<file path="src/rtl/mcirq_pkg.sv">
package mcirq_pkg;
    localparam int ID_W      = 10;
    localparam int SW_IDS    = 16;
    localparam int COM_BASE  = 32;
    localparam logic [ID_W-1:0] NO_IRQ = 10'd1023;
    localparam logic [31:0] GLOB_SPAN = 32'h8000;
    localparam logic [31:0] DEST_BASE = 32'h1000;

    typedef enum logic [3:0] {
        RK_NONE,
        RK_GCTL,
        RK_DEST,
        RK_LCTL,
        RK_SEND,
        RK_PEND,
        RK_ACK,
        RK_ENSET,
        RK_ENCLR,
        RK_EOI
    } reg_kind_e;
endpackage

</file>
<file path="src/rtl/mcirq_decode.sv">
module mcirq_decode
    import mcirq_pkg::*;
#(
    parameter int ADDR_W     = 16,
    parameter int NUM_CORES  = 2,
    parameter int NUM_COMMON = 8,
    localparam int CORE_W = (NUM_CORES > 1) ? $clog2(NUM_CORES) : 1,
    localparam int COM_W  = (NUM_COMMON > 1) ? $clog2(NUM_COMMON) : 1
) (
    input  logic [ADDR_W-1:0] addr,
    output reg_kind_e         kind,
    output logic [CORE_W-1:0] core,
    output logic [COM_W-1:0]  com_idx
);
    logic [31:0] a32;
    logic [31:0] loff;
    logic [31:0] cnum;

    always_comb begin
        a32     = 32'(addr);
        loff    = a32 - GLOB_SPAN;
        cnum    = loff >> 12;
        kind    = RK_NONE;
        core    = '0;
        com_idx = '0;
        if (a32 < GLOB_SPAN) begin
            if (a32 == 32'h0) begin
                kind = RK_GCTL;
            end else if (a32 >= DEST_BASE && a32 < DEST_BASE + 32'(4 * NUM_COMMON)
                         && a32[1:0] == 2'b00) begin
                kind    = RK_DEST;
                com_idx = COM_W'((a32 - DEST_BASE) >> 2);
            end
        end else if (cnum < 32'(NUM_CORES)) begin
            core = CORE_W'(cnum);
            unique case (loff[11:0])
                12'h000: kind = RK_LCTL;
                12'h060: kind = RK_SEND;
                12'h068: kind = RK_PEND;
                12'h06C: kind = RK_ACK;
                12'h0A0: kind = RK_ENSET;
                12'h0A4: kind = RK_ENCLR;
                12'h0B4: kind = RK_EOI;
                default: kind = RK_NONE;
            endcase
        end
    end
endmodule

</file>
<file path="src/rtl/mcirq_select.sv">
module mcirq_select
    import mcirq_pkg::*;
#(
    parameter int N_REQ = 40
) (
    input  logic [N_REQ-1:0] req,
    output logic             hit,
    output logic [ID_W-1:0]  win
);
    always_comb begin
        hit = 1'b0;
        win = NO_IRQ;
        for (int i = N_REQ - 1; i >= 0; i--) begin
            if (req[i]) begin
                hit = 1'b1;
                win = ID_W'(i);
            end
        end
    end
endmodule

</file>
<file path="src/rtl/mcirq_ctrl.sv">
module mcirq_ctrl
    import mcirq_pkg::*;
#(
    parameter int NUM_CORES  = 2,
    parameter int NUM_COMMON = 8,
    parameter int ADDR_W     = 16
) (
    input  logic                    clk,
    input  logic                    rst_n,
    input  logic                    bus_en,
    input  logic                    bus_we,
    input  logic [ADDR_W-1:0]       bus_addr,
    input  logic [31:0]             bus_wdata,
    output logic [31:0]             bus_rdata,
    input  logic [NUM_CORES*16-1:0] priv_irq,
    input  logic [NUM_COMMON-1:0]   com_irq,
    output logic [NUM_CORES-1:0]    core_irq
);
    localparam int TOT    = COM_BASE + NUM_COMMON;
    localparam int CORE_W = (NUM_CORES > 1) ? $clog2(NUM_CORES) : 1;
    localparam int COM_W  = (NUM_COMMON > 1) ? $clog2(NUM_COMMON) : 1;
    localparam int SEL_W  = $clog2(TOT);
    localparam logic [TOT-1:0] ONE = TOT'(1);

    reg_kind_e          dec_kind;
    logic [CORE_W-1:0]  dcore;
    logic [COM_W-1:0]   dcom;

    logic                               glob_en;
    logic [NUM_CORES-1:0]               loc_en;
    logic [NUM_CORES-1:0][SW_IDS-1:0]   sw_pend;
    logic [NUM_CORES-1:0][31:0]         en_loc;
    logic [NUM_CORES-1:0][31:0]         act_loc;
    logic [NUM_COMMON-1:0]              com_en;
    logic [NUM_COMMON-1:0]              com_act;
    logic [NUM_COMMON-1:0]              dest_on;
    logic [NUM_COMMON-1:0][3:0]         dest_core;

    logic [NUM_CORES-1:0] sel_hit;
    logic [ID_W-1:0]      sel_id [NUM_CORES];

    logic [ID_W-1:0]  wid;
    logic [COM_W-1:0] wcidx;
    logic [ID_W-1:0]  ack_id;
    logic [COM_W-1:0] ack_cidx;
    logic             ack_fire;
    logic [31:0]      rd_next;
    logic             unused_wbits;

    mcirq_decode #(
        .ADDR_W(ADDR_W), .NUM_CORES(NUM_CORES), .NUM_COMMON(NUM_COMMON)
    ) u_decode (
        .addr(bus_addr), .kind(dec_kind), .core(dcore), .com_idx(dcom)
    );

    assign wid          = bus_wdata[ID_W-1:0];
    assign wcidx        = COM_W'(wid - 10'd32);
    assign ack_id       = sel_id[dcore];
    assign ack_cidx     = COM_W'(ack_id - 10'd32);
    assign ack_fire     = bus_en && !bus_we && (dec_kind == RK_ACK);
    assign unused_wbits = ^{bus_wdata[30:16], bus_wdata[15:8], bus_wdata[7:4]};
    assign core_irq     = sel_hit;

    // Per-core eligibility and lowest-ID selection
    for (genvar c = 0; c < NUM_CORES; c++) begin : g_core
        logic [TOT-1:0]   req;
        logic [SEL_W-1:0] win_idx;

        always_comb begin
            req = '0;
            if (glob_en && loc_en[c]) begin
                req[15:0]  = sw_pend[c] & en_loc[c][15:0] & ~act_loc[c][15:0];
                req[31:16] = priv_irq[c*16 +: 16] & en_loc[c][31:16] & ~act_loc[c][31:16];
                for (int k = 0; k < NUM_COMMON; k++) begin
                    req[COM_BASE+k] = com_irq[k] & com_en[k] & ~com_act[k]
                                      & dest_on[k] & (dest_core[k] == 4'(c));
                end
            end
        end

        mcirq_select #(.N_REQ(TOT)) u_sel (
            .req(req), .hit(sel_hit[c]), .win(sel_id[c])
        );

        assign win_idx = sel_id[c][SEL_W-1:0];

        // no eligible ID below the winner, and the winner itself is eligible
        assert_lowest_wins_R5: assert property (@(posedge clk) disable iff (!rst_n)
            sel_hit[c] |-> (((req & ((ONE << sel_id[c]) - ONE)) == '0) && req[win_idx]));

        // a send with this core's mask bit leaves the ID pending here
        assert_send_latch_R3: assert property (@(posedge clk) disable iff (!rst_n)
            (bus_en && bus_we && dec_kind == RK_SEND && bus_wdata[8+c])
            |=> sw_pend[c][$past(bus_wdata[3:0])]);
    end

    // Register state
    always_ff @(posedge clk or negedge rst_n) begin
        if (!rst_n) begin
            glob_en   <= 1'b0;
            loc_en    <= '0;
            sw_pend   <= '0;
            en_loc    <= '0;
            act_loc   <= '0;
            com_en    <= '0;
            com_act   <= '0;
            dest_on   <= '0;
            dest_core <= '0;
        end else if (bus_en && bus_we) begin
            unique case (dec_kind)
                RK_GCTL: glob_en <= bus_wdata[0];
                RK_DEST: begin
                    dest_core[dcom] <= bus_wdata[3:0];
                    dest_on[dcom]   <= bus_wdata[31];
                end
                RK_LCTL: loc_en[dcore] <= bus_wdata[0];
                RK_SEND: begin
                    for (int c = 0; c < NUM_CORES; c++) begin
                        if (bus_wdata[8+c]) sw_pend[c][bus_wdata[3:0]] <= 1'b1;
                    end
                end
                RK_ENSET: begin
                    if (wid < 10'd32)          en_loc[dcore][wid[4:0]] <= 1'b1;
                    else if (wid < 10'(TOT))   com_en[wcidx]           <= 1'b1;
                end
                RK_ENCLR: begin
                    if (wid < 10'd32)          en_loc[dcore][wid[4:0]] <= 1'b0;
                    else if (wid < 10'(TOT))   com_en[wcidx]           <= 1'b0;
                end
                RK_EOI: begin
                    if (wid < 10'd32)          act_loc[dcore][wid[4:0]] <= 1'b0;
                    else if (wid < 10'(TOT))   com_act[wcidx]           <= 1'b0;
                end
                default: ;
            endcase
        end else if (ack_fire && sel_hit[dcore]) begin
            if (ack_id < 10'd16) begin
                sw_pend[dcore][ack_id[3:0]] <= 1'b0;
                act_loc[dcore][ack_id[4:0]] <= 1'b1;
            end else if (ack_id < 10'd32) begin
                act_loc[dcore][ack_id[4:0]] <= 1'b1;
            end else begin
                com_act[ack_cidx] <= 1'b1;
            end
        end
    end

    // Read data
    always_comb begin
        unique case (dec_kind)
            RK_GCTL: rd_next = {31'b0, glob_en};
            RK_DEST: rd_next = {dest_on[dcom], 27'b0, dest_core[dcom]};
            RK_LCTL: rd_next = {31'b0, loc_en[dcore]};
            RK_PEND: rd_next = {sel_hit[dcore], 21'b0, sel_id[dcore]};
            RK_ACK:  rd_next = {22'b0, sel_id[dcore]};
            default: rd_next = 32'b0;
        endcase
    end

    always_ff @(posedge clk or negedge rst_n) begin
        if (!rst_n)                 bus_rdata <= '0;
        else if (bus_en && !bus_we) bus_rdata <= rd_next;
    end

    // taking a common ID makes it active
    assert_ack_common_active_R6: assert property (@(posedge clk) disable iff (!rst_n)
        (ack_fire && sel_hit[dcore] && ack_id >= 10'd32) |=> com_act[$past(ack_cidx)]);

    // taking a software ID clears its pending bit
    assert_ack_sw_clear_R6: assert property (@(posedge clk) disable iff (!rst_n)
        (ack_fire && sel_hit[dcore] && ack_id < 10'd16)
        |=> !sw_pend[$past(dcore)][$past(ack_id[3:0])]);

    // no request leaves while the controller is off
    assert_global_gate_R2: assert property (@(posedge clk) disable iff (!rst_n)
        !glob_en |-> (core_irq == '0));

    // reads of unmapped addresses return zero
    assert_unmapped_zero_R11: assert property (@(posedge clk) disable iff (!rst_n)
        (bus_en && !bus_we && dec_kind == RK_NONE) |=> (bus_rdata == 32'b0));
endmodule

</file>
<file path="config.mk">
export PLATFORM = sky130hd
export DESIGN_NAME = mcirq_ctrl
export DESIGN_NICKNAME = d
export VERILOG_FILES = /design/src/rtl/mcirq_pkg.sv /design/src/rtl/mcirq_decode.sv /design/src/rtl/mcirq_select.sv /design/src/rtl/mcirq_ctrl.sv
export SDC_FILE = /design/constraint.sdc
export NUM_CORES = 1
export LEC_CHECK = 0
export BUFFER_PORTS_ARGS = -buffer_cell sky130_fd_sc_hd__buf_2
export CAP_MARGIN = 20
export CELL_PAD_IN_SITES_DETAIL_PLACEMENT = 0
export CELL_PAD_IN_SITES_GLOBAL_PLACEMENT = 1
export CORE_ASPECT_RATIO = 0.8
export CORE_MARGIN = 1.5
export CORE_UTILIZATION = 49
export CTS_CLUSTER_SIZE = 20
export DETAILED_ROUTE_END_ITERATION = 8
export HOLD_SLACK_MARGIN = 0.06
export PLACE_DENSITY = 0.94
export SYNTH_ARGS = -nofsm -noshare
export SYNTH_HDL_FRONTEND = slang
export SYNTH_SLANG_ARGS = --single-unit
</file>
<file path="constraint.sdc">
create_clock -name clk -period 4.8 [get_ports clk]
set_clock_uncertainty 0.2 [all_clocks]
set_input_delay 0.96 -clock clk [delete_from_list [all_inputs] [get_ports clk]]
set_output_delay 0.96 -clock clk [all_outputs]
set_load 0.02 [all_outputs]
</file>
; ---- After elaboration in Yosys (flattened, before gate mapping)
; Cells that the tools add are included.
[classes]
n_mux = 238
bitwise_logic = 75
magnitude_cmp = 25
n_reduce_logical = 41
add_sub_neg = 4
n_eq_ne = 38
[ops]
columns = op, n
row1 = 10-bit two-way mux, 83
row2 = 64-bit two-way mux, 8
row3 = 32-bit two-way mux, 6
row4 = 32-bit case mux with 5 select lines, 1
row5 = 16-bit AND, 8
row6 = 64-bit AND, 2
row7 = 64-bit bitwise OR, 2
row8 = 64-bit case mux with 2 select lines, 1
row9 = 1-bit two-way mux, 95
row10 = 8-bit two-way mux, 11
row11 = 40-bit two-way mux, 2
row12 = 32-bit demux with 1-bit select, 2
row13 = 16-bit inverter, 4
row14 = 64-bit inverter, 1
row15 = 16-bit two-way mux, 3
row16 = 1-bit AND, 40
row17 = 12-bit by 7-bit equality test with 1-bit output (second input constant), 3
row18 = 12-bit by 8-bit equality test with 1-bit output (second input constant), 3
row19 = 4-bit by 1-bit equality test with 1-bit output (second input constant), 9
row20 = 32-bit AND, 1
row21 = 32-bit bitwise mux, 1
row22 = 4-bit logical NOT, 8
row23 = 32-bit inverter, 1
row24 = 16-bit bitwise OR, 2
row25 = 53 further kinds, 124
[word_totals]
out_inout_bits = 34
wordCells = 441
regBits = 251

; ---- Depth between registers and ports, before layout
; Gate-level depths: netlist of run 1.
[logic_depth]
ltp_word = 59
mapped_depth = 13
mapped_depth_nobuf = 9

; ---- Modules after synthesis
; A second synthesis of run 1 with hierarchy kept.
[hier_totals]
hier_cells = 1380
area_unflattened_um2 = 12593.3
[modules_own_cells]
columns = mod, n_inst, area_per_inst_um2, seq_area_each_um2, cells_each
row1 = mcirq_ctrl, 1, 11343.4, 5755.5, 1170
row2 = mcirq_select, 2, 508.0, 0.0, 87
row3 = mcirq_decode, 1, 234.0, 0.0, 36

; ---- Worst setup path after synthesis of run 1
; Ideal clock, no wire load.
[synth_path]
path_type = input port to flip-flop
from = input bus_addr[3]
to = register act_loc[4] (netlist bit)
t_arrival_ns = 3.426
slack_ns = 1.100
n_path_buf = 1
path_stages = 10
required_time_ns = 4.526
cell_sequence = buf_2 nor3b_2 o21a_1 o2111a_2 or3_4 or4_4 nand3b_4 or2_4 or3_4 o21ai_2
[synth_between]
elab_chain_cells = 19
elab_cells_between_ends = 59
[synth_rtl]
columns = element, line
row1 = start: declaration, mcirq_ctrl.sv:12  ; input logic [ADDR_W-1:0] bus_addr,
row2 = 16-bit by 16-bit subtractor with 17-bit output, mcirq_decode.sv:21  ; loff = a32 - GLOB_SPAN;
row3 = 20-bit by 2-bit < comparator with 1-bit output, mcirq_decode.sv:34  ; end else if (cnum < 32'(NUM_CORES)) begin
row4 = 1-bit two-way mux, mcirq_decode.sv:34
row5 = 1-bit two-way mux, mcirq_decode.sv:26  ; if (a32 < GLOB_SPAN) begin
row6 = 1-bit inverter with 2-bit output (implied by the code), mcirq_ctrl.sv:58  ; assign ack_id = sel_id[dcore];
row7 = 10-bit two-way mux (implied by the code) (3 in a row), mcirq_ctrl.sv:58
row8 = 5-bit by 6-bit < comparator with 1-bit output (implied by the code) / 5-bit by 1-bit >= comparator with 1-bit output (equally long branches), "mcirq_ctrl.sv:139, mcirq_ctrl.sv:141"
row9 = 1-bit logical AND (implied by the code), "mcirq_ctrl.sv:139, mcirq_ctrl.sv:141"
row10 = 1-bit two-way mux (implied by the code), "mcirq_ctrl.sv:139, mcirq_ctrl.sv:141"
row11 = 1-bit demux with 5-bit select, "mcirq_ctrl.sv:139, mcirq_ctrl.sv:141"
row12 = 32-bit two-way mux (implied by the code), "mcirq_ctrl.sv:139, mcirq_ctrl.sv:141"
row13 = 32-bit demux with 1-bit select, "mcirq_ctrl.sv:139, mcirq_ctrl.sv:141"
row14 = 64-bit bitwise OR (no line), --
row15 = 64-bit two-way mux, mcirq_ctrl.sv:140  ; end else if (ack_id < 10'd32) begin
row16 = 64-bit two-way mux, mcirq_ctrl.sv:137  ; if (ack_id < 10'd16) begin
row17 = 64-bit two-way mux, mcirq_ctrl.sv:136  ; end else if (ack_fire && sel_hit[dcore]) begin
row18 = 64-bit two-way mux, mcirq_ctrl.sv:109  ; end else if (bus_en && bus_we) begin
row19 = end signal: assignment, mcirq_ctrl.sv:104  ; act_loc <= '0;
row20 = end signal: indexed assignment, mcirq_ctrl.sv:139  ; act_loc[dcore][ack_id[4:0]] <= 1'b1;
row21 = end signal: indexed assignment, mcirq_ctrl.sv:141  ; act_loc[dcore][ack_id[4:0]] <= 1'b1;
row22 = end: declaration, mcirq_ctrl.sv:33  ; logic [NUM_CORES-1:0][31:0] act_loc;
; Several ways; a longest one is shown, not always the timed one. The select of a mux whose other input is x is not followed.
; A chain may end at the register's enable or synchronous reset.

; ---- Final worst setup path of run 1
[layout_path]
from = register glob_en
to = output core_irq[1]
[layout_between]
elab_chain_cells = 42
[layout_rtl]
columns = element, line
row1 = start: declaration, mcirq_ctrl.sv:29  ; logic glob_en;
row2 = start signal: assignment, mcirq_ctrl.sv:111  ; RK_GCTL: glob_en <= bus_wdata[0];
row3 = 1-bit logical AND *, mcirq_ctrl.sv:71  ; if (glob_en && loc_en[c]) begin
row4 = 40-bit two-way mux *, mcirq_ctrl.sv:71
row5 = 1-bit two-way mux (39 in a row), mcirq_select.sv:14  ; if (req[i]) begin
row6 = 1-bit two-way mux *, mcirq_select.sv:14
row7 = end: declaration, mcirq_ctrl.sv:17  ; output logic [NUM_CORES-1:0] core_irq
; Every way passes the cells marked *; elsewhere a longest branch is shown, timed or not.

==> results of run 1 <==
==> worst max-delay path by stage <==
stage,start,to,slack [ps],cells past startpoint
2_1_floorplan,bus_addr[3],act_loc[4],1100,10
3_3_place_gp,bus_addr[15],act_loc[53],590,10
3_5_place_dp,bus_addr[15],act_loc[49],570,10
4_1_cts,glob_en,core_irq[1],620,8
5_1_grt,glob_en,core_irq[1],460,8
6_report,glob_en,core_irq[1],570,8
==> cells by family after synthesis <==
logic type	count (synthesis)	synth area share, %
AO/OA/AOI/OAI	464	21.55
XOR/XNOR	1	0.07227
flip-flops	227	46.86
AND/OR/NAND/NOR	447	21.64
other	1	0.03094
multiplexers	51	5.285
buffers and inverters	108	4.562
==> where the power goes <==
| group | switching [mW] | internal (mW) |
|---|---|---|
| sequential | 0.0000792 | 1.91 |
| clock | 0.806 | 1.25 |
| combinational | 0.164 | 0.0506 |
==> cells in the mapped netlist (4+ instances only) <==
cell | instances | area [um2]
sky130_fd_sc_hd__or3_4 | 4 | 45.04
sky130_fd_sc_hd__or3_1 | 23 | 143.9
sky130_fd_sc_hd__buf_2 | 13 | 65.06
sky130_fd_sc_hd__nand3b_1 | 19 | 142.6
sky130_fd_sc_hd__and3_1 | 12 | 75.07
sky130_fd_sc_hd__a22oi_1 | 4 | 30.03
sky130_fd_sc_hd__or4_1 | 8 | 60.06
sky130_fd_sc_hd__a21oi_1 | 210 | 1051
sky130_fd_sc_hd__mux4_2 | 6 | 135.1
sky130_fd_sc_hd__nor2_1 | 49 | 183.9
sky130_fd_sc_hd__nor4_1 | 17 | 106.4
sky130_fd_sc_hd__nand4_1 | 21 | 131.4
sky130_fd_sc_hd__nor2b_1 | 8 | 50.05
sky130_fd_sc_hd__nor3_1 | 52 | 260.3
sky130_fd_sc_hd__buf_4 | 29 | 217.7
sky130_fd_sc_hd__dfrtp_1 | 227 | 5680
sky130_fd_sc_hd__o21ai_1 | 14 | 70.07
sky130_fd_sc_hd__a41oi_1 | 4 | 35.03
sky130_fd_sc_hd__a211oi_1 | 7 | 52.55
sky130_fd_sc_hd__o211ai_1 | 5 | 37.54
sky130_fd_sc_hd__o21ai_2 | 4 | 35.03
sky130_fd_sc_hd__clkbuf_1 | 44 | 165.2
sky130_fd_sc_hd__nand2b_1 | 17 | 106.4
sky130_fd_sc_hd__nor4b_1 | 5 | 43.79
sky130_fd_sc_hd__or2_2 | 4 | 25.02
sky130_fd_sc_hd__inv_1 | 16 | 60.06
sky130_fd_sc_hd__a31oi_1 | 17 | 106.4
sky130_fd_sc_hd__nor3b_1 | 6 | 45.04
sky130_fd_sc_hd__and2_1 | 19 | 118.9
sky130_fd_sc_hd__and3b_1 | 7 | 61.31
sky130_fd_sc_hd__nand3_1 | 24 | 120.1
sky130_fd_sc_hd__o21ai_0 | 147 | 735.7
sky130_fd_sc_hd__nand2_1 | 98 | 367.9
sky130_fd_sc_hd__mux2_2 | 44 | 495.5
sky130_fd_sc_hd__o31ai_1 | 10 | 75.07
sky130_fd_sc_hd__nand4b_1 | 34 | 297.8
==> routing by layer <==
layer	share of wire, %	global-route usage [%]	up-vias
li1	-	-	4961
met3	13	9.286	89
met1	42	48.96	5555
met5	0	0	-
met4	2.7	8.728	0
met2	42	47.65	738
==> worst max-delay path, stage by stage (launching register included) <==
cell and delay, ps:
sky130_fd_sc_hd__dfrtp_1 450, sky130_fd_sc_hd__and2_1 380, sky130_fd_sc_hd__buf_4 310, sky130_fd_sc_hd__nand4b_1 210
sky130_fd_sc_hd__nand4_1 250, sky130_fd_sc_hd__nor4_1 420, sky130_fd_sc_hd__and2_1 220, sky130_fd_sc_hd__nand2_1 110
sky130_fd_sc_hd__buf_2 190
==> through the flow <==
stage	cell area [um2]	utilization [%]	cells
final	13720	56.42	1710
after detailed placement	12850	52.86	1667
after CTS	13720	56.42	1710
after global routing	13720	56.42	1710
after floorplan	12200	-	1319
after global placement	12850	52.86	1667
==> layout make-up <==
cell class	instances	area (um2)
fillers	2150	10600
multi-input cells	984	5983
flip-flops and latches	227	5680
repair buffers	122	730.7
clock buffers	31	668.1
well taps	318	397.9
clock inverters	12	195.2
inverters	16	60.06
==> results.cfg, run 1 <==
[run_status]
run_status = finished, final reports clean

[global_route]
grt_util_all_layers_pct = 33.18
grt_first_pass_wirelength_mm = 63.87
grt_pass1_vias = 10780
grt_antenna_before_repair = 0
grt_overflow = 0
grt_max_degree = 107

[logic_synthesis]
async_reset_ff_share_pct = 100.0
synth_warnings = 0
netlist_area_um2 = 12120
synth-edff-count = 0
yosysSeqAreaShare_pct = 46.86
synth_area_per_cell_um2 = 9.332
number_of_synthesized_register_bits = 227
syn_inst = 1299
yosys.cell_types.count = 82
ys.flop_type = sky130_fd_sc_hd__dfrtp_1

[cells_and_area]
antennaDiodeCount = 0
synthToLayoutAreaGrowth_pct = 13.15
leading_cell_type_in_the_layout_fill_and_taps_excluded = sky130_fd_sc_hd__dfrtp_1
layout_common_cells = 227 x sky130_fd_sc_hd__dfrtp_1, 210 x sky130_fd_sc_hd__a21oi_1, 147 x sky130_fd_sc_hd__o21ai_0, 98 x sky130_fd_sc_hd__nand2_1, 82 x sky130_fd_sc_hd__buf_2
nets = 1467
final_layout_size_suffix_gt1_share_pct = 17.82

[sta]
number_of_hold_slack_violations_in_the_final_timing_report = 0
fin_tns_setup_ps = 0
hold-worst-slack_ps = 284.6
unrepaired_setup_endpoints_after_global_routing = no
final-setup-viol-count = 0
timing.final.ws_setup_ps = 570.1
fmax_mhz = 236.4
report.final.slew_viol_count = 0
timing.final.crit_share_pct = 88.12
slew-limit-headroom_pct = 24.03
worst_slew_pin_slew_ps = 1135
final_worst_path_period_need_ps = 4230

[run]
maxCapViolCount = 0

[floorplanning]
dieHeight_um = 143.7
fp.coreArea_um2 = 24310
floorplan.initialDensity_pct = 49.86
dieWidth_um = 178.8
design.portCount = 126
floorplan.rows = 51
fp.dieArea_um2 = 25700

[place]
finalWeightedCongestion = 0.9668
io_buffers = 83
place_ws_ps = 565.8
place_hpwl_mm = 30.26

[clock_tree]
clkSlewWorstSetupHoldPaths_ps = 60
postCtsSetupRepairBufs = 0
clock_sink_count = 227
clock_latency_ps = 540
cts_max_level = 1
clockBufferDepth = 3
clock_tree_from_tritoncts = done
cts_buffers = 24
cts.repair.resized = 0
root_buffer = sky130_fd_sc_hd__clkbuf_16
hold_fix_buffer_count_after_cts = 0

[worst_setup_path]
crit_path_start_kind = flop
required_ps = 3640
worstPathArrival_ps = 3070
crit-reg2reg-launch = dest_core[13]
ff2ff_setup_slack_ps = 700
worst_path_fanout_max = 14
r2r_end = act_loc[49]
path_class = flop to primary output
cp-end-kind = primary output
reg2regPathDepth = 10

[power]
power.static_leakage_nw = 6.167
power_mw = 4.184
vdd.ir_drop.worst_mv = 0.2620
cellPowerDensity_nw_per_um2 = 305.1

[detailed_routing]
drt_pre_antenna_iters = 5
antenna_violating_nets_post_route = 0
wl_mm = 41.53
via_to_cell_ratio = 6.633
drt_iter0_drc = 1443
dr_total_vias = 11340
post-route-drc-count = 0
wl_per_cell_um = 24.29

[worst_hold_path]
hold_depth = 2
worst_hold_path_type = flop to flop
worst_hold_startpoint = bus_rdata[0]
worst_hold_path.endpoint = bus_rdata[0]
(Power assumes the default switching activity.)
==> run 2, diff against run 1 <==
--- a/config.mk
+++ b/config.mk
@@ -15,7 +15,8 @@
 export CTS_CLUSTER_SIZE = 20
 export DETAILED_ROUTE_END_ITERATION = 8
 export HOLD_SLACK_MARGIN = 0.06
-export PLACE_DENSITY = 0.94
+export PLACE_DENSITY_LB_ADDON = 0.08
 export SYNTH_ARGS = -nofsm -noshare
 export SYNTH_HDL_FRONTEND = slang
+export SYNTH_HIERARCHICAL = 1
 export SYNTH_SLANG_ARGS = --single-unit
==> results.cfg, run 2 <==
[worst_setup_path]
crit_family = compound AO/OA/AOI/OAI gates
worstPathArrival_ps = 4880
critical_path.slowest_cell = sky130_fd_sc_hd__or4b_2
critPathMaxStageDelay_ps = 710
cp-end-kind = flop
path_buf_inv = 1
required_ps = 5040
critical_path.cell_chain = or4b_2, nor4_1, nor2_1, o31ai_1, a21boi_0, o311ai_0, a31oi_1, buf_4, o22a_1, nor2_1, nand2_1, o31ai_1
ff2ff_setup_slack_ps = 160
crit_path_start_kind = flop
path_class = flop to flop
worst_path_fanout_max = 5

[global_route]
grt_antenna_before_repair = 1
grt_pass1_vias = 10730
grt_max_degree = 122
grt_util_all_layers_pct = 33.79
grt_first_pass_wirelength_mm = 67.14
grt_overflow = 0

[cells_and_area]
antennaDiodeCount = 0
filler_cell_count = 2295
final_layout_size_suffix_gt1_share_pct = 19.08
ff_latch_area_um2 = 5756
postLayoutCoreUtil_pct = 56.76
synthToLayoutAreaGrowth_pct = 13.78
layout_common_cells = 230 x sky130_fd_sc_hd__dfrtp_1, 152 x sky130_fd_sc_hd__nand2_1, 140 x sky130_fd_sc_hd__a21oi_1, 136 x sky130_fd_sc_hd__o21ai_0, 96 x sky130_fd_sc_hd__nor3_1
nets = 1552
leading_cell_type_in_the_layout_fill_and_taps_excluded = sky130_fd_sc_hd__dfrtp_1
multi_input_area_um2 = 6241

[logic_synthesis]
ys.flop_type = sky130_fd_sc_hd__dfrtp_1
synth_xor_xnor_area_share_pct = 0
synth_simple_gate_area_share_pct = 21.04
yosysSeqAreaShare_pct = 45.70
netlist_area_um2 = 12590
synthMuxAreaShare_pct = 7.809
synth_area_per_cell_um2 = 9.126
async_reset_ff_share_pct = 100.0
synth-edff-count = 0
yosys.cell_types.count = 79
number_of_synthesized_register_bits = 230
synth_compound_gate_area_share_pct = 19.90
synth_most_common_cell = sky130_fd_sc_hd__dfrtp_1
synth_top_area_share_pct = 45.70
synth.top_cells.by_count = 230 x sky130_fd_sc_hd__dfrtp_1, 152 x sky130_fd_sc_hd__nand2_1, 140 x sky130_fd_sc_hd__a21oi_1
syn_inst = 1380
synth_warnings = 6
ys_top_cells_by_area = sky130_fd_sc_hd__dfrtp_1 46%, sky130_fd_sc_hd__a21oi_1 5.6%, sky130_fd_sc_hd__o21ai_0 5.4%
synth-adder-area-share_pct = 0
synth_top_family_by_area = simple AND/OR/NAND/NOR gates
synth_largest_area_cell = sky130_fd_sc_hd__dfrtp_1

[sta]
number_of_hold_slack_violations_in_the_final_timing_report = 0
worst_slew_pin_slew_ps = 1155
final-setup-viol-count = 0
unrepaired_setup_endpoints_after_global_routing = no
report.final.slew_viol_count = 0
fin_tns_setup_ps = 0
timing.final.ws_setup_ps = 156.2
final_worst_path_period_need_ps = 4644
timing.final.crit_share_pct = 96.75
slew-limit-headroom_pct = 22.83
fmax_mhz = 215.3

[clock_tree]
clock_latency_ps = 550
clockBufferDepth = 3
cts_max_level = 1
clock_tree_from_tritoncts = done
root_buffer = sky130_fd_sc_hd__clkbuf_16
cts_buffers = 26
postCtsSetupRepairBufs = 0
cts.repair.resized = 0
clkSlewWorstSetupHoldPaths_ps = 60
hold_fix_buffer_count_after_cts = 0
clock_sink_count = 230

[detailed_routing]
post-route-drc-count = 0
dr_total_vias = 11530
wl_mm = 44.74
via_to_cell_ratio = 6.401
antenna_violating_nets_post_route = 0
drt_iter0_drc = 1242
drt_pre_antenna_iters = 5
wl_per_cell_um = 24.83

[run]
maxCapViolCount = 0

[floorplanning]
floorplan.initialDensity_pct = 49.89
floorplan.rows = 52
design.portCount = 126
dieHeight_um = 146.4
fp.dieArea_um2 = 26680
fp.coreArea_um2 = 25240
dieWidth_um = 182.2

[power]
cellPowerDensity_nw_per_um2 = 299.4
total_switching_power_uw = 991.0
vdd.ir_drop.worst_mv = 0.2874
power.internal_mw = 3.299
power.sequential.fraction_pct = 45.2
pwr-share-comb_pct = 4.4
power.static_leakage_nw = 6.157
power_frac_clock_pct = 50.3
share_of_total_power_consumed_by_net_switching_pct = 23.10

[worst_hold_path]
worst_hold_path_type = flop to flop

[place]
place_ws_ps = 171.4
place_hpwl_mm = 32.48
io_buffers = 83
finalWeightedCongestion = 0.9556

[run_status]
run_status = finished, final reports clean
run 2: worst reg2reg max path, delay by kind of cell (launching register included):
family                 cells  cell delay (ps)
DFF                        1              400
and+or+nand+nor            5             1840
buffers and inverters      1              240
AOI/OAI and AO/OA          6             1860
run 2: final timing paths:
check / startpoint / to / cells past startpoint
worst max-delay path: com_act[4] / act_loc[45] / 12
worst min-delay path: bus_rdata[6] / bus_rdata[6] / 2
worst max register to register: com_act[4] / act_loc[45] / 12
worst min register to register: bus_rdata[6] / bus_rdata[6] / 2
max in group asynchronous: rst_n / async pin / 2
min in group asynchronous: rst_n / bus_rdata[6] / 1
run 2: cells by family (layout without fill, tap and decap cells):
logic type	Yosys count	after routing
muxes	79	79
buffers and inverters	130	208
DFF	230	230
and+or+nand+nor	510	510
other	1	21
AOI/OAI and AO/OA	430	430
run 2: layout make-up:
cell class | instances | share of cell area (%)
tap | 324 | 2.829
multi-input combinational | 1040 | 43.56
clock inverter | 9 | 1.092
inverter | 16 | 0.4191
timing repair buffer | 146 | 6.619
sequential | 230 | 40.17
clock buffer | 37 | 5.318
run 2: power by group through the flow:
stage | Clock [mW] | Combinational, mW | Sequential (mW)
global placement | 0 | 0.187 | 1.98
CTS | 2.18 | 0.188 | 1.94
floorplan | 0 | 0.0809 | 1.98
detailed placement | 0 | 0.187 | 1.98
global route | 2.26 | 0.207 | 1.94
finish | 2.16 | 0.191 | 1.94
run 2: routing by layer:
layer | share of wire (%) | up-vias | track usage, %
met1 | 45 | 5653 | 51.61
met3 | 14 | 63 | 13.52
met4 | 2.4 | 2 | 8.306
li1 | - | 5213 | -
met2 | 39 | 603 | 43.89
met5 | 0.034 | - | 0
run 2: metrics by stage:
stage                     power, mW  hold WS [ps]  std cells  instance area [um2]
after floorplan               2.059         248.1       1400                12670
after global placement        2.163         257.4       1755                13400
after detailed placement      2.164         272.0       1755                13400
after CTS                     4.308         286.0       1801                14320
after global routing          4.407         300.4       1802                14330
final                         4.290         274.3       1802                14330
==> run 3, diff against run 2 <==
--- a/config.mk
+++ b/config.mk
@@ -5,16 +5,18 @@
 export SDC_FILE = /design/constraint.sdc
 export NUM_CORES = 1
 export LEC_CHECK = 0
+export ABC_AREA = 1
 export BUFFER_PORTS_ARGS = -buffer_cell sky130_fd_sc_hd__buf_2
 export CAP_MARGIN = 20
 export CELL_PAD_IN_SITES_DETAIL_PLACEMENT = 0
 export CELL_PAD_IN_SITES_GLOBAL_PLACEMENT = 1
 export CORE_ASPECT_RATIO = 0.8
 export CORE_MARGIN = 1.5
-export CORE_UTILIZATION = 49
+export CORE_UTILIZATION = 47
 export CTS_CLUSTER_SIZE = 20
 export DETAILED_ROUTE_END_ITERATION = 8
 export HOLD_SLACK_MARGIN = 0.06
+export MAX_ROUTING_LAYER = met4
 export PLACE_DENSITY_LB_ADDON = 0.08
 export SYNTH_ARGS = -nofsm -noshare
 export SYNTH_HDL_FRONTEND = slang
==> results.cfg, run 3 <==
[place]
place_ws_ps = -236.0
place_hpwl_mm = 36.99
finalWeightedCongestion = 0.9671
io_buffers = 83

[clock_tree]
clock_latency_ps = 580
cts_max_level = 1
clkSlewWorstSetupHoldPaths_ps = 60
clockBufferDepth = 3
clock_sink_count = 230
root_buffer = sky130_fd_sc_hd__clkbuf_16
clock_tree_from_tritoncts = done
hold_fix_buffer_count_after_cts = 0
cts_buffers = 27

[floorplanning]
floorplan.rows = 58
dieWidth_um = 204.1
fp.dieArea_um2 = 33460
fp.coreArea_um2 = 31640
design.portCount = 126
dieHeight_um = 163.9
floorplan.initialDensity_pct = 48.08

[sta]
unrepaired_setup_endpoints_after_global_routing = yes
number_of_hold_slack_violations_in_the_final_timing_report = 0
timing.final.ws_setup_ps = 260.1
fin_tns_setup_ps = 0
worst_slew_pin_slew_ps = 1035
fmax_mhz = 220.3
final_worst_path_period_need_ps = 4540
timing.final.crit_share_pct = 94.58
report.final.slew_viol_count = 0
final-setup-viol-count = 0
slew-limit-headroom_pct = 30.99

[global_route]
grt_pass1_vias = 14570
gr_util_met3_pct = 4.405
grt_util_all_layers_pct = 33.17
globalRouteMet2Util_pct = 47.97
grt_first_pass_wirelength_mm = 83.03
grt_overflow = 0
grtUsageMet1_pct = 48.36
grt_max_degree = 113
grt_antenna_before_repair = 0
grt_busiest_layer = met1

[logic_synthesis]
synth_top_area_share_pct = 37.84
syn_inst = 2388
synth.top_cells.by_count = 929 x sky130_fd_sc_hd__nand2_1, 289 x sky130_fd_sc_hd__inv_1, 230 x sky130_fd_sc_hd__dfrtp_1
synth_most_common_cell = sky130_fd_sc_hd__nand2_1
synth_area_per_cell_um2 = 6.370
synth_largest_area_cell = sky130_fd_sc_hd__dfrtp_1
ys_top_cells_by_area = sky130_fd_sc_hd__dfrtp_1 38%, sky130_fd_sc_hd__nand2_1 23%, sky130_fd_sc_hd__inv_1 7.1%
ys.flop_type = sky130_fd_sc_hd__dfrtp_1
netlist_area_um2 = 15210
synth-edff-count = 0
async_reset_ff_share_pct = 100.0
yosysSeqAreaShare_pct = 37.84
synth_warnings = 6
yosys.cell_types.count = 43
number_of_synthesized_register_bits = 230

[worst_setup_path]
path_depth = 12
crit_path_start_kind = flop
reg2regPathDepth = 21
required_ps = 3640
worstPathArrival_ps = 3380
critical_path.most_common_cell = sky130_fd_sc_hd__nand2_1
cp-end-kind = primary output
critPathMaxStageDelay_ps = 440
worst_path_fanout_max = 21
critical_path.cell_chain = nand2_1, buf_4, buf_4, nor3_1, nor2_1, nand2_1, nor2_1, nand2_1, nor3_1, buf_4, nand2_1, buf_2
crit_family = simple AND/OR/NAND/NOR gates
critical_path.slowest_cell = sky130_fd_sc_hd__dfrtp_1
path_buf_inv = 4
path_class = flop to primary output

[run_status]
run_status = finished, final reports clean

[power]
vdd.ir_drop.worst_mv = 0.2486
power.static_leakage_nw = 8.849
power_mw = 4.497
cellPowerDensity_nw_per_um2 = 259.7

[detailed_routing]
post-route-drc-count = 0
dr_total_vias = 15720
drt_iter0_drc = 1803
antenna_violating_nets_post_route = 0
wl_mm = 53.46
drt_pre_antenna_iters = 6
via_to_cell_ratio = 5.411
wl_per_cell_um = 18.40

[cells_and_area]
leading_cell_type_in_the_layout_fill_and_taps_excluded = sky130_fd_sc_hd__nand2_1
nets = 2559
final_layout_size_suffix_gt1_share_pct = 13.24
antennaDiodeCount = 0
synthToLayoutAreaGrowth_pct = 13.81
layout_common_cells = 915 x sky130_fd_sc_hd__nand2_1, 287 x sky130_fd_sc_hd__inv_1, 230 x sky130_fd_sc_hd__dfrtp_1, 152 x sky130_fd_sc_hd__nand3_1, 143 x sky130_fd_sc_hd__nor2_1

[run]
maxCapViolCount = 0

[worst_hold_path]
worst_hold_path_type = input pin to async pin
-- run 3: cell types whose count changed in the layout (fill, tap and decap cells not counted), sizes merged, moves of 16 or more --
cell	change
a21oi	-125
and2	-16
nor2b	-22
inv	+297
mux2	-54
nor2	+106
a31oi	-73
nand3	+140
nor4	-23
nand4	+52
nor3	+37
o21ai	+36
nand2	+790
-- run 3: what timing repair did --
action,CTS,global route
resized for setup,0,74
setup buffers,0,4
setup endpoints to repair,0,103
-- run 3: cells by family after synthesis --
logic type	after synthesis	synth area share [%]
AOI/OAI and AO/OA	215	7.567
and+or+nand+nor	1499	42.16
buffers and inverters	443	12.41
other	1	0.02465
DFF	230	37.84
-- run 3: power by group --
part / internal (mW) / leakage [nW] / total (mW) / switching (mW)
Combinational: 0.0945 / 5.45 / 0.361 / 0.266
Sequential: 1.97 / 2.95 / 2.01 / 0.0321
Clock: 1.25 / 0.449 / 2.13 / 0.885
-- run 3: worst paths after layout --
kind	start	slack (ps)	endpoint
setup / recovery	glob_en	260	core_irq[0]
hold / removal	rst_n	230	async pin
setup reg to reg	glob_en	300	com_act[2]
hold reg to reg	act_loc[53]	270	act_loc[53]
max in group asynchronous	rst_n	3120	sw_pend[19]
min in group clk	act_loc[53]	270	act_loc[53]
-- run 3: through the flow --
stage / utilization, % / instance area [um2] / hold slack [ps] / std cells
2_1_floorplan: - / 15290 / 243.3 / 2408
3_3_place_gp: 50.89 / 16100 / 256.3 / 2853
3_5_place_dp: 50.89 / 16100 / 261.0 / 2853
4_1_cts: 53.73 / 17000 / 275.6 / 2900
5_1_grt: 54.72 / 17310 / 281.0 / 2905
6_report: 54.72 / 17310 / 232.7 / 2905
-- run 3: final cells by class --
type                            count  area [um2]
Clock buffer                       38       787.0
Tap cell                          420       525.5
Multi-Input combinational cell   1735        7908
Inverter                          317        1200
Clock inverter                      9       110.1
Timing Repair Buffer              156        1027
Fill cell                        3280       14330
Sequential cell                   230        5756
-- run 3: layer usage --
layer | wire [um] | share of wire (%) | vias to the layer above
li1 | - | - | 7606
met1 | 24940 | 47 | 7356
met2 | 22560 | 42 | 654
met3 | 4497 | 8.4 | 103
met4 | 1469 | 2.7 | 0
met5 | 0 | 0 | -
